===== src/rtl/wprot_pkg.sv =====
package wprot_pkg;
  typedef enum logic [2:0] {
    PR_NONE     = 3'd0,
    PR_QTR0     = 3'd1,
    PR_QTR1     = 3'd2,
    PR_QTR2     = 3'd3,
    PR_QTR3     = 3'd4,
    PR_LOWHALF  = 3'd5,
    PR_FIRSTPG  = 3'd6,
    PR_LASTPG   = 3'd7
  } prot_code_e;

  localparam logic [7:0] STATUS_BUSY = 8'hFF;
endpackage


===== src/rtl/wprot_latch.sv =====
module wprot_latch (
  input  logic clk,
  input  logic rst_n,
  input  logic wren_evt,
  input  logic wrdi_evt,
  input  logic cs_rise_evt,
  input  logic eng_busy,
  input  logic eng_done,
  output logic wel
);
  logic armed;
  logic take_wren, take_wrdi;

  assign take_wren = wren_evt & ~eng_busy;
  assign take_wrdi = wrdi_evt & ~eng_busy;

  always_ff @(posedge clk or negedge rst_n) begin
    if (!rst_n) begin
      armed <= 1'b0;
      wel   <= 1'b0;
    end else begin
      if (take_wrdi || cs_rise_evt) armed <= 1'b0;
      else if (take_wren)           armed <= 1'b1;

      if (eng_done)                    wel <= 1'b0;
      else if (take_wrdi)              wel <= 1'b0;
      else if (cs_rise_evt && armed)   wel <= 1'b1;
    end
  end

  a_r2_set_needs_rise: assert property (@(posedge clk) disable iff (!rst_n)
    $rose(wel) |-> $past(cs_rise_evt));
  a_r3_wrdi_clears: assert property (@(posedge clk) disable iff (!rst_n)
    (wrdi_evt && !eng_busy) |=> !wel);
  a_r9_done_clears: assert property (@(posedge clk) disable iff (!rst_n)
    eng_done |=> !wel);
  a_r10_no_set_busy: assert property (@(posedge clk) disable iff (!rst_n)
    $rose(wel) |-> !$past(eng_busy));
endmodule


===== src/rtl/wprot_status.sv =====
module wprot_status
  import wprot_pkg::*;
(
  input  logic       clk,
  input  logic       rst_n,
  input  logic       wrsr_evt,
  input  logic [2:0] wrsr_code,
  input  logic       wel,
  input  logic       wp_n,
  input  logic       cs_rise_evt,
  input  logic       eng_busy,
  input  logic       eng_done,
  output prot_code_e code,
  output logic [7:0] status_byte
);
  logic       wp_q, wp_fall;
  logic       pend_vld, fly_vld;
  logic [2:0] pend_code, fly_code;

  assign wp_fall = wp_q & ~wp_n;

  always_ff @(posedge clk or negedge rst_n) begin
    if (!rst_n) begin
      wp_q      <= 1'b0;
      pend_vld  <= 1'b0;
      pend_code <= 3'd0;
      fly_vld   <= 1'b0;
      fly_code  <= 3'd0;
      code      <= PR_NONE;
    end else begin
      wp_q <= wp_n;
      // pending stage: accepted before chip select rises, abortable by WP
      if (cs_rise_evt || wp_fall) begin
        pend_vld <= 1'b0;
      end else if (wrsr_evt && wel && wp_n && !eng_busy) begin
        pend_vld  <= 1'b1;
        pend_code <= wrsr_code;
      end
      // in-flight stage: cycle started, WP no longer matters
      if (eng_done) begin
        fly_vld <= 1'b0;
        if (fly_vld) code <= prot_code_e'(fly_code);
      end else if (cs_rise_evt && pend_vld && !wp_fall && wp_n) begin
        fly_vld  <= 1'b1;
        fly_code <= pend_code;
      end
    end
  end

  assign status_byte = eng_busy ? STATUS_BUSY : {5'b00000, code};

  a_r9_code_moves_on_done: assert property (@(posedge clk) disable iff (!rst_n)
    !$stable(code) |-> $past(eng_done));
  a_r7_fall_kills_pending: assert property (@(posedge clk) disable iff (!rst_n)
    (wp_fall && !eng_done) |=> !pend_vld);
endmodule


===== src/rtl/wprot_region.sv =====
module wprot_region
  import wprot_pkg::*;
#(
  parameter int ADDR_W     = 12,
  parameter int PAGE_BYTES = 32
) (
  input  prot_code_e        code,
  input  logic [ADDR_W-1:0] addr,
  output logic              hit
);
  localparam int PG_W = $clog2(PAGE_BYTES);
  localparam int HI_W = ADDR_W - PG_W;

  logic [1:0]      qtr;
  logic [HI_W-1:0] page_no;
  logic [PG_W-1:0] unused_offset;

  assign qtr           = addr[ADDR_W-1 -: 2];
  assign page_no       = addr[ADDR_W-1:PG_W];
  assign unused_offset = addr[PG_W-1:0];

  always_comb begin
    unique case (code)
      PR_NONE:    hit = 1'b0;
      PR_QTR0:    hit = (qtr == 2'd0);
      PR_QTR1:    hit = (qtr == 2'd1);
      PR_QTR2:    hit = (qtr == 2'd2);
      PR_QTR3:    hit = (qtr == 2'd3);
      PR_LOWHALF: hit = ~addr[ADDR_W-1];
      PR_FIRSTPG: hit = (page_no == '0);
      PR_LASTPG:  hit = &page_no;
      default:    hit = 1'b1;
    endcase
  end
endmodule


===== src/rtl/wprot_unit.sv =====
module wprot_unit
  import wprot_pkg::*;
#(
  parameter int ADDR_W     = 12,
  parameter int PAGE_BYTES = 32
) (
  input  logic              clk,
  input  logic              rst_n,
  input  logic              wren_evt,
  input  logic              wrdi_evt,
  input  logic              wrsr_evt,
  input  logic [7:0]        wrsr_byte,
  input  logic              cs_rise_evt,
  input  logic              wp_n,
  input  logic [ADDR_W-1:0] chk_addr,
  input  logic              eng_busy,
  input  logic              eng_done,
  output logic [7:0]        status_byte,
  output logic              wr_ok,
  output logic              wel
);
  prot_code_e code;
  logic       hit;
  logic [4:0] unused_wrsr_hi;

  assign unused_wrsr_hi = wrsr_byte[7:3];

  wprot_latch u_latch (
    .clk(clk), .rst_n(rst_n), .wren_evt(wren_evt), .wrdi_evt(wrdi_evt),
    .cs_rise_evt(cs_rise_evt), .eng_busy(eng_busy), .eng_done(eng_done),
    .wel(wel));

  wprot_status u_status (
    .clk(clk), .rst_n(rst_n), .wrsr_evt(wrsr_evt), .wrsr_code(wrsr_byte[2:0]),
    .wel(wel), .wp_n(wp_n), .cs_rise_evt(cs_rise_evt), .eng_busy(eng_busy),
    .eng_done(eng_done), .code(code), .status_byte(status_byte));

  wprot_region #(.ADDR_W(ADDR_W), .PAGE_BYTES(PAGE_BYTES)) u_region (
    .code(code), .addr(chk_addr), .hit(hit));

  assign wr_ok = wel & wp_n & ~eng_busy & ~hit;

  a_r6_wp_blocks: assert property (@(posedge clk) disable iff (!rst_n)
    !wp_n |-> !wr_ok);
  a_r2_ok_needs_latch: assert property (@(posedge clk) disable iff (!rst_n)
    wr_ok |-> wel);
endmodule


===== config.mk =====
export PLATFORM = sky130hd
export DESIGN_NAME = wprot_unit
export DESIGN_NICKNAME = d
export VERILOG_FILES = /design/src/rtl/wprot_pkg.sv /design/src/rtl/wprot_latch.sv /design/src/rtl/wprot_status.sv /design/src/rtl/wprot_region.sv /design/src/rtl/wprot_unit.sv
export SDC_FILE = /design/constraint.sdc
export NUM_CORES = 1
export LEC_CHECK = 0
export BUFFER_PORTS_ARGS = -buffer_cell sky130_fd_sc_hd__buf_4
export CAP_MARGIN = 5
export CORE_MARGIN = 2
export CORE_UTILIZATION = 43
export DETAILED_ROUTE_END_ITERATION = 10
export PLACE_DENSITY = 0.82
export SYNTH_ARGS = -nofsm -noshare
export SYNTH_HDL_FRONTEND = slang
export SYNTH_SLANG_ARGS = --single-unit

===== constraint.sdc =====
create_clock -name clk -period 1.6 [get_ports clk]
set_clock_uncertainty 0.2 [all_clocks]
set_input_delay 0.08 -clock clk [delete_from_list [all_inputs] [get_ports clk]]
set_output_delay 0.08 -clock clk [all_outputs]
set_load 0.02 [all_outputs]

==> impl_metrics.csv, run 1 <==
group,metric,value,unit
floorplan,rows,15,
job,maxCapViolCount,0,
global_route,grt_first_pass_wirelength,2680,µm
global_route,gr-total-overflow,0,
synth,synth_seq_area_share,0.471,
timing,slew_headroom,0.846,
worst_setup_path,start_kind,"register",
floorplan,dieArea,2080,µm²
clock_network,path_clk_slew,80,ps
synth,ys_top_cells_by_area,"dfrtp_1 47%, mux2_2 9.1%, nor4b_4 6.4%",
worst_setup_path,cpLargestDelayFamily,"simple AND/OR/NAND/NOR gates",
worst_setup_path,crit_chain,"nor4b_4 -> a21oi_2 -> nor4b_4 -> nor3_2 -> buf_4",
global_route,gr-usage-all-layers,0.185,
timing,worst_slack,-130,ps
timing,hold_viol,0,
pwr,cellPowerDensity,683,nW/µm²
worst_setup_path,path_common_cell,"nor4b_4",
clock_network,cts_root_buffer,"clkbuf_4",
min_path,min_path_type,"in2reg",
clock_network,clk_latency,270,ps
layout,antennaDiodeCount,0,
synth,synth_top_area_frac,0.471,
floorplan,io_pins,39,
place,dp_hpwl,1110,µm
synth,synth_area_per_cell,12.2,µm²
timing,setup_viol,1,
worst_setup_path,crit_type,"reg2out",
drt,drt_wl_total,1650,µm
timing,timing.final.crit_share,1.08,
drt,drtIter0Drc,3,
synth,ys_ff_latch,14,
global_route,grt_pass1_vias,610,
timing,whs,190,ps
clock_network,clock_sinks,14,
drt,num_vias,622,
synth,ys_warn_count,0,
worst_setup_path,critPathSlowestCell,"dfrtp_2",
global_route,antenna_found_initial,0,
timing,drv_slew,0,
pwr,leakage,0.528,nW
drt,first_pass_iters,3,
floorplan,fp.dieH,45.6,µm
worst_setup_path,critPathBufInv,1,
worst_setup_path,cpPeakStageDelay,410,ps
worst_setup_path,cp.arrival,1450,ps
layout,syn_to_final_growth,47.1,%
clock_network,h-tree-depth,1,
drt,final_antenna_net_count,0,
synth,syn_area,743,µm²
floorplan,initial_core_util,0.445,
drt,wl_per_cell,14.1,µm
clock_network,cts-buffers-inserted,3,
global_route,grt_max_degree,15,
pwr,max-vdd-ir-drop,0.542,mV
timing,tightest_slew,229,ps
synth,synth_top_cell_by_area,"dfrtp_1",
place,dp_slack,117,ps
drt,avgViaCountPerCell,5.32,
synth,syn-num-nets,90,
place,io_buffers,28,
floorplan,coreArea,1670,µm²
outcome,status,"finished, violations left",
clock_network,cts_tree,"built",
layout,fin_util,0.655,
drt,post-route-drc-count,0,
worst_setup_path,crit_required,1320,ps
worst_setup_path,worstPathMaxFanout,6,
floorplan,die_w,45.6,µm
worst_setup_path,worst_setup_path_end_kind,"output port",
timing,tns,-130,ps
layout,drive_gt1_frac,0.540,
timing,rsz0062_at_grt,"true",
timing,period_minus_slack,1730,ps
clock_network,cts_buffer_depth,2,
outcome,violations,"setup timing",
layout,finalNetCount,130,
place,place.gp.congestion,0.749,
synth,yosys.cell_types.count,24,
timing,fmax,0.578,GHz
synth,syn_inst,61,
[final timing paths]
| check | startpoint | endpoint | slack [ps] | cells after the start |
|---|---|---|---|---|
| max | u_status.code[2]$_DFFE_PN0P_ | wr_ok | -130 | 5 |
| min | eng_busy | u_status.pend_vld$_DFFE_PN0P_ | 190 | 5 |
| max reg2reg | u_latch.armed$_DFFE_PN0P_ | u_latch.armed$_DFFE_PN0P_ | 160 | 3 |
| min reg2reg | u_status.fly_code[0]$_DFFE_PN0P_ | u_status.code[0]$_DFFE_PN0P_ | 310 | 1 |
| max in group asynchronous | rst_n | u_status.code[2]$_DFFE_PN0P_ | 480 | 3 |
| min in group asynchronous | rst_n | u_status.wp_q$_DFF_PN0_ | 540 | 3 |
[layout by cell type (no fill, tap or decap)]
cell	netlist	layout
buf_4	5	29
dfrtp_1	14	12
dlygate4sd3_1	0	11
mux2_2	6	6
a21oi_1	4	4
nor3_1	3	3
inv_1	3	3
mux2_4	3	3
clkbuf_4	0	3
nor4b_4	2	2
nor2b_1	2	2
nand4b_1	2	2
and3_4	2	2
nand2_1	2	2
or2_2	2	2
dfrtp_2	0	2
a21oi_2	1	1
nand3_1	1	1
nand4_1	1	1
o22ai_1	1	1
and4_1	1	1
o31a_1	1	1
inv_2	1	1
o21ai_1	1	1
nor3_2	1	1
o21ai_0	1	1
and2b_2	1	1
clkbuf_8	0	1
[flip-flops by register name, indices dropped and copies added (netlist names)]
name                cells
u_status.fly_vld        1
u_status.wp_q           1
u_status.fly_code       3
u_status.pend_vld       1
u_latch.wel             1
u_status.code           3
u_latch.armed           1
u_status.pend_code      3
[worst min-delay path, cell delays in order]
cell and delay [ps]:
buf_4 120, inv_2 50, and3_4 150, a21oi_1 160, nor2b_1 60
[routing by layer]
layer,wire [µm],vias to the layer above,part of all wire,GRT usage
li1,-,295,-,-
met1,665,300,0.40,0.229
met2,872,23,0.53,0.307
met3,86,4,0.052,0.0238
met4,27,0,0.016,0.106
met5,0,-,0,0
[power by group]
group          switching, W  internal [W]  total, W
clock              0.000110      0.000138  0.000248
combinational     0.0000593     0.0000745  0.000134
sequential       0.00000411      0.000361  0.000365
[logic make-up (layout without fill, tap and decap cells)]
group           after synthesis  in the layout  share of synthesized area
simple gates                 20             20                      0.234
flops                        14             14                      0.471
compound gates                9              9                     0.0724
mux                           9              9                      0.152
buf+inv                       9             48                     0.0707
[cell usage after synthesis]
master	number
o31a_1	1
a21oi_2	1
nand4_1	1
buf_4	5
nand2_1	2
nor3_1	3
or2_2	2
o21ai_1	1
a21oi_1	4
o22ai_1	1
nor3_2	1
and3_4	2
nor4b_4	2
and2b_2	1
mux2_4	3
dfrtp_1	14
and4_1	1
inv_1	3
inv_2	1
nand4b_1	2
nand3_1	1
nor2b_1	2
o21ai_0	1
mux2_2	6
[timing repair]
item	4_1_cts	5_1_grt
endpoints found under the hold margin	22	14
buffers inserted	1	0
hold buffers	11	1
gates resized for setup	0	2
endpoints found under the setup margin	1	15
pin swaps	0	0
[metrics by stage]
stage	area, µm²	power, W	instances
after CTS	1090	0.000756	117
after detailed placement	937	0.000484	101
final	1090	0.000747	117
after global routing	1090	0.000776	117
after global placement	937	0.000480	101
after floorplan	743	0.000419	61
[cell type report]
| cell class | count | area, µm² |
|---|---|---|
| clock buffers | 4 | 36.3 |
| repair buffers | 40 | 328 |
| fillers | 131 | 577 |
| flip-flops and latches | 14 | 353 |
| multi-input cells | 38 | 340 |
| well taps | 17 | 21.3 |
| inverters | 4 | 15.0 |
Power figures use the tool's default switching activity.
==> run 2: changes to the inputs <==
MAX_ROUTING_LAYER = met4   (was default)
==> run 2 against run 1 <==
  * The run still ends with setup timing left
  * Maximum frequency fell by 2.4%
  * Non-clock buffer count stayed put
  * Critical endpoint unchanged
  * Die area stayed put
  * Clock-buffer cell count did not move
  * Routed wire length is 0.42% lower
  * Sequential cell count stayed put
  * Worst setup slack worse by 42 ps
  * Via count rose by 0.16%
  * Worst hold slack hardly changed
  * Design area is 0.23% lower
  * Combinational power barely moved
  * Critical path depth did not move
==> impl_metrics.csv, run 2 (synthesis gave the netlist of run 1 again) <==
group,metric,value,unit
outcome,status,"finished, violations left",
outcome,violations,"setup timing",
worst_setup_path,cpLargestDelayFamily,"simple AND/OR/NAND/NOR gates",
global_route,grt_max_degree,15,
layout,antennaDiodeCount,0,
worst_setup_path,cpPeakStageDelay,430,ps
floorplan,dieArea,2080,µm²
timing,tns,-171,ps
floorplan,io_pins,39,
layout,drive_gt1_frac,0.520,
worst_setup_path,critPathSlowestCell,"dfrtp_1",
pwr,seqPwrFrac,0.489,
clock_network,path_clk_slew,80,ps
timing,slew_headroom,0.846,
drt,avgViaCountPerCell,5.32,
layout,fillCellCount,133,
timing,rsz0062_at_grt,"true",
drt,wl_per_cell,14.1,µm
layout,final_cell_mix,"29 x buf_4, 14 x dfrtp_1, 11 x dlygate4sd3_1",
worst_setup_path,crit_chain,"nor4b_4 -> a21oi_2 -> nor4b_4 -> nor3_2 -> buf_4",
drt,num_vias,623,
worst_setup_path,worstPathMaxFanout,6,
layout,reg_top3,"u_status.code x3, u_status.fly_code x3, u_status.pend_code x3",
floorplan,coreArea,1670,µm²
clock_network,h-tree-depth,1,
global_route,gr-usage-all-layers,0.190,
floorplan,fp.dieH,45.6,µm
worst_setup_path,cp.arrival,1490,ps
floorplan,initial_core_util,0.445,
place,dp_slack,117,ps
global_route,grt.busiest_layer,"met2",
floorplan,rows,15,
timing,tightest_slew,229,ps
global_route,gr-total-overflow,0,
timing,hold_viol,0,
pwr,p_sw_frac,0.232,
drt,drt_wl_total,1650,µm
place,dp_hpwl,1110,µm
place,place.gp.congestion,0.758,
timing,worst_slack,-171,ps
worst_setup_path,crit_required,1320,ps
drt,final_antenna_net_count,0,
timing,fmax,0.565,GHz
min_path,min_path_type,"in2reg",
layout,syn_to_final_growth,46.8,%
pwr,leakage,0.531,nW
layout,final_common_cell,"buf_4",
clock_network,cts_root_buffer,"clkbuf_4",
pwr,p_clk_frac,0.332,
worst_setup_path,path_common_cell,"nor4b_4",
worst_setup_path,critPathBufInv,1,
pwr,pwr-share-comb,0.179,
global_route,grt_pass1_vias,611,
job,maxCapViolCount,0,
global_route,grt.met2_usage,0.307,
worst_setup_path,crit_type,"reg2out",
pwr,cellPowerDensity,685,nW/µm²
pwr,intPower,0.000574,W
global_route,grt_util_met1,0.227,
drt,drtIter0Drc,3,
floorplan,die_w,45.6,µm
worst_setup_path,worst_setup_path_end_kind,"output port",
pwr,max-vdd-ir-drop,0.542,mV
layout,finalNetCount,130,
global_route,use_met3,0.0238,
clock_network,cts_buffer_depth,2,
pwr,power_switching,0.000173,W
timing,timing.final.crit_share,1.11,
global_route,antenna_found_initial,0,
clock_network,cts_tree,"built",
global_route,grt_first_pass_wirelength,2660,µm
place,io_buffers,28,
drt,post-route-drc-count,0,
timing,drv_slew,0,
clock_network,cts-buffers-inserted,3,
timing,period_minus_slack,1770,ps
timing,setup_viol,1,
worst_setup_path,start_kind,"register",
clock_network,clock_sinks,14,
drt,first_pass_iters,3,
clock_network,cts.repair.resized,0,
clock_network,clk_latency,270,ps
[run 2: tightest hold or removal path: stages]
cell and delay [ps]:
buf_4 130, inv_2 50, and3_4 150, a21oi_1 160, nor2b_1 60
[run 2: final timing paths]
kind / from / slack [ps] / to / cells past startpoint
min: eng_busy / 190 / u_status.pend_vld$_DFFE_PN0P_ / 5
max: u_status.code[2]$_DFFE_PN0P_ / -170 / wr_ok / 5
max in group asynchronous: rst_n / 500 / u_status.pend_code[0]$_DFFE_PN0P_ / 3
min in group asynchronous: rst_n / 530 / u_status.wp_q$_DFF_PN0_ / 3
max reg2reg: u_latch.armed$_DFFE_PN0P_ / 160 / u_latch.armed$_DFFE_PN0P_ / 3
min reg2reg: u_status.fly_code[0]$_DFFE_PN0P_ / 310 / u_status.code[0]$_DFFE_PN0P_ / 1
[run 2: repair_timing]
item	in CTS	in global routing
setup buffers	1	0
endpoints found under the setup margin	1	15
pin swaps	0	0
hold buffers	11	1
hold endpoints to repair	22	14
[run 2: area by class of cell]
| cell class | instances | area [µm²] | area share |
|---|---|---|---|
| Sequential cell | 14 | 350 | 0.321 |
| Multi-Input combinational cell | 38 | 340 | 0.312 |
| Inverter | 4 | 15.0 | 0.0138 |
| Tap cell | 17 | 21.3 | 0.0195 |
| Clock buffer | 4 | 36.3 | 0.0333 |
| Timing Repair Buffer | 40 | 328 | 0.300 |
[run 2: per-layer routing]
layer,vias to the layer above,part of all wire,routed length (µm)
met5,-,0,0
met4,0,0.021,35
met3,4,0.051,84
met2,23,0.53,867
met1,300,0.40,658
li1,296,-,-
[run 2: metrics by stage]
| step | hold slack [ps] | std cells | total power [W] | instance area (µm²) | utilization |
|---|---|---|---|---|---|
| 2_1_floorplan | -416 | 61 | 0.000419 | 743 | - |
| 3_3_place_gp | -268 | 101 | 0.000480 | 937 | 0.561 |
| 3_5_place_dp | -265 | 101 | 0.000484 | 937 | 0.561 |
| 4_1_cts | 175 | 117 | 0.000756 | 1090 | 0.653 |
| 5_1_grt | 222 | 117 | 0.000776 | 1090 | 0.653 |
| 6_report | 189 | 117 | 0.000747 | 1090 | 0.653 |
[run 2: power by group through the flow]
stage / clock network (W) / logic [W] / registers (W)
detailed placement: 0 / 0.000112 / 0.000372
global placement: 0 / 0.000109 / 0.000371
finish: 0.000248 / 0.000134 / 0.000365
CTS: 0.000258 / 0.000133 / 0.000365
global route: 0.000267 / 0.000143 / 0.000366
floorplan: 0 / 0.0000472 / 0.000372
==> run 3: changes to the inputs <==
CORE_UTILIZATION = 40   (was 43)
PLACE_DENSITY = 0.77   (was 0.82)
SKIP_LAST_GASP = 1   (was default)
==> run 3 against run 2 <==
  * The run ends with hold timing, setup timing left
  * Non-clock buffer count did not move
  * Maximum frequency rose by 3.1%
  * First-iteration DRC count rose by 33%
  * Design area rose by 0.34%
  * Largest power group unchanged
  * Via count fell by 4.0%
  * Worst setup slack improved by 53 ps
  * Sequential share of layout area rose by 0.12 points
  * Clock power fell by 24%
  * Sequential cell count did not move
  * Critical path depth did not move
==> impl_metrics.csv, run 3 (synthesis gave the netlist of run 1 again) <==
group,metric,value,unit
worst_setup_path,timing.rr.start,"u_latch.armed$_DFFE_PN0P_",
min_path,min_path_type,"in2async",
layout,final_cell_mix,"29 x buf_4, 12 x dfrtp_1, 10 x dlygate4sd3_1",
worst_setup_path,r2r_cells,3,
global_route,gr-usage-all-layers,0.155,
clock_network,h-tree-depth,1,
drt,num_vias,598,
drt,drtIter0Drc,4,
timing,worst_slack,-119,ps
worst_setup_path,crit_required,1320,ps
pwr,max-vdd-ir-drop,0.414,mV
place,place.gp.congestion,0.737,
clock_network,cts_root_buffer,"clkbuf_4",
clock_network,clk_latency,270,ps
layout,final_cells,124,
layout,finalNetCount,130,
global_route,antenna_found_initial,0,
timing,rsz0062_at_grt,"true",
clock_network,cts_buffer_depth,2,
layout,reg_top3,"u_status.code x3, u_status.fly_code x3, u_status.pend_code x3",
timing,period_minus_slack,1720,ps
layout,drive_gt1_frac,0.556,
timing,timing.final.crit_share,1.07,
clock_network,cts-buffers-inserted,3,
global_route,grt_max_degree,15,
layout,fin_util,0.627,
place,dp_hpwl,1120,µm
timing,slew_headroom,0.841,
layout,syn_to_final_growth,47.3,%
clock_network,cts_tree,"built",
worst_setup_path,crit_type,"reg2out",
worst_setup_path,worstPathMaxFanout,5,
floorplan,initial_core_util,0.426,
global_route,grt_pass1_vias,551,
drt,wl_per_cell,12.5,µm
worst_setup_path,reg2reg_to,"u_latch.armed$_DFFE_PN0P_",
job,maxCapViolCount,0,
timing,drv_slew,0,
floorplan,coreArea,1750,µm²
clock_network,path_clk_slew,80,ps
pwr,cellPowerDensity,627,nW/µm²
place,io_buffers,28,
worst_setup_path,reg2reg_slack,120,ps
timing,whs,-18.6,ps
place,place_inst,109,
drt,drt_wl_total,1550,µm
floorplan,io_pins,39,
timing,tightest_slew,237,ps
worst_setup_path,start_kind,"register",
drt,avgViaCountPerCell,4.82,
global_route,grt_first_pass_wirelength,2270,µm
pwr,leakage,0.523,nW
floorplan,dieArea,2220,µm²
worst_setup_path,cp.arrival,1440,ps
floorplan,fp.dieH,47.1,µm
drt,post-route-drc-count,0,
global_route,gr-total-overflow,0,
drt,first_pass_iters,4,
timing,fmax,0.582,GHz
drt,final_antenna_net_count,0,
layout,antennaDiodeCount,0,
floorplan,die_w,47.1,µm
floorplan,rows,15,
outcome,status,"finished, violations left",
clock_network,clock_sinks,14,
worst_setup_path,worst_setup_path_end_kind,"output port",
layout,final_common_cell,"buf_4",
timing,hold_viol,14,
outcome,violations,"hold timing, setup timing",
layout,fillCellCount,138,
timing,setup_viol,1,
run 3: cell count changes in the layout (fill, tap and decap cells not counted), sizes merged:
cell,before,now
dlygate4sd3,11,10
clkbuf,4,3
buf,29,30
run 3: how the worst max path moves through the flow:
| stage | start | depth (start not counted) | to |
|---|---|---|---|
| floorplan | u_latch.wel$_DFFE_PN0P_ | 3 | u_status.pend_code[0]$_DFFE_PN0P_ |
| global placement | u_status.code[2]$_DFFE_PN0P_ | 5 | wr_ok |
| detailed placement | u_status.code[2]$_DFFE_PN0P_ | 5 | wr_ok |
| CTS | u_status.code[2]$_DFFE_PN0P_ | 5 | wr_ok |
| global route | u_status.code[2]$_DFFE_PN0P_ | 5 | wr_ok |
| finish | u_status.code[2]$_DFFE_PN0P_ | 5 | wr_ok |
run 3: per-stage QoR:
stage	instance area, µm²	worst slack (ps)	setup TNS [ps]	power, W
floorplan	743	121	0	0.000419
global placement	947	123	0	0.000481
detailed placement	947	98.3	0	0.000484
CTS	1100	-125	-125	0.000687
global route	1090	-189	-192	0.000725
finish	1090	-119	-119	0.000687
run 3: layout make-up:
class / instances / area [µm²] / share of cell area
tap: 25 / 31.3 / 0.0286
sequential: 14 / 353 / 0.322
timing repair buffer: 40 / 329 / 0.301
clock buffer: 3 / 22.5 / 0.0206
inverter: 4 / 15.0 / 0.0137
multi-input combinational: 38 / 344 / 0.314
run 3: power by group:
| part | leakage, nW | internal, W | total [W] | switching (W) |
|---|---|---|---|---|
| Clock | 0.0138 | 0.0000870 | 0.000189 | 0.000102 |
| Sequential | 0.189 | 0.000361 | 0.000365 | 0.00000446 |
| Combinational | 0.320 | 0.0000747 | 0.000133 | 0.0000581 |
run 3: what timing repair did:
action	4_1_cts	5_1_grt
gates resized for setup	1	3
pin swaps	0	0
endpoints found under the hold margin	22	1
buffers inserted	2	0
hold buffers	11	1
setup endpoints to repair	1	13
run 3: per-layer routing:
metal / part of all wire / wire, µm / vias up / global-route usage
met5: 0 / 0 / - / -
met3: 0.069 / 106 / 0 / 0.0231
met2: 0.52 / 799 / 25 / 0.277
li1: - / - / 290 / -
met4: 0 / 0 / 0 / 0.0667
met1: 0.41 / 641 / 283 / 0.169
run 3: worst max-delay path, cell delays in order, from the launching register on:
cell and delay [ps]:
dfrtp_2 400, nor4b_4 210, a21oi_2 100, nor4b_4 230
nor3_2 70, buf_4 160
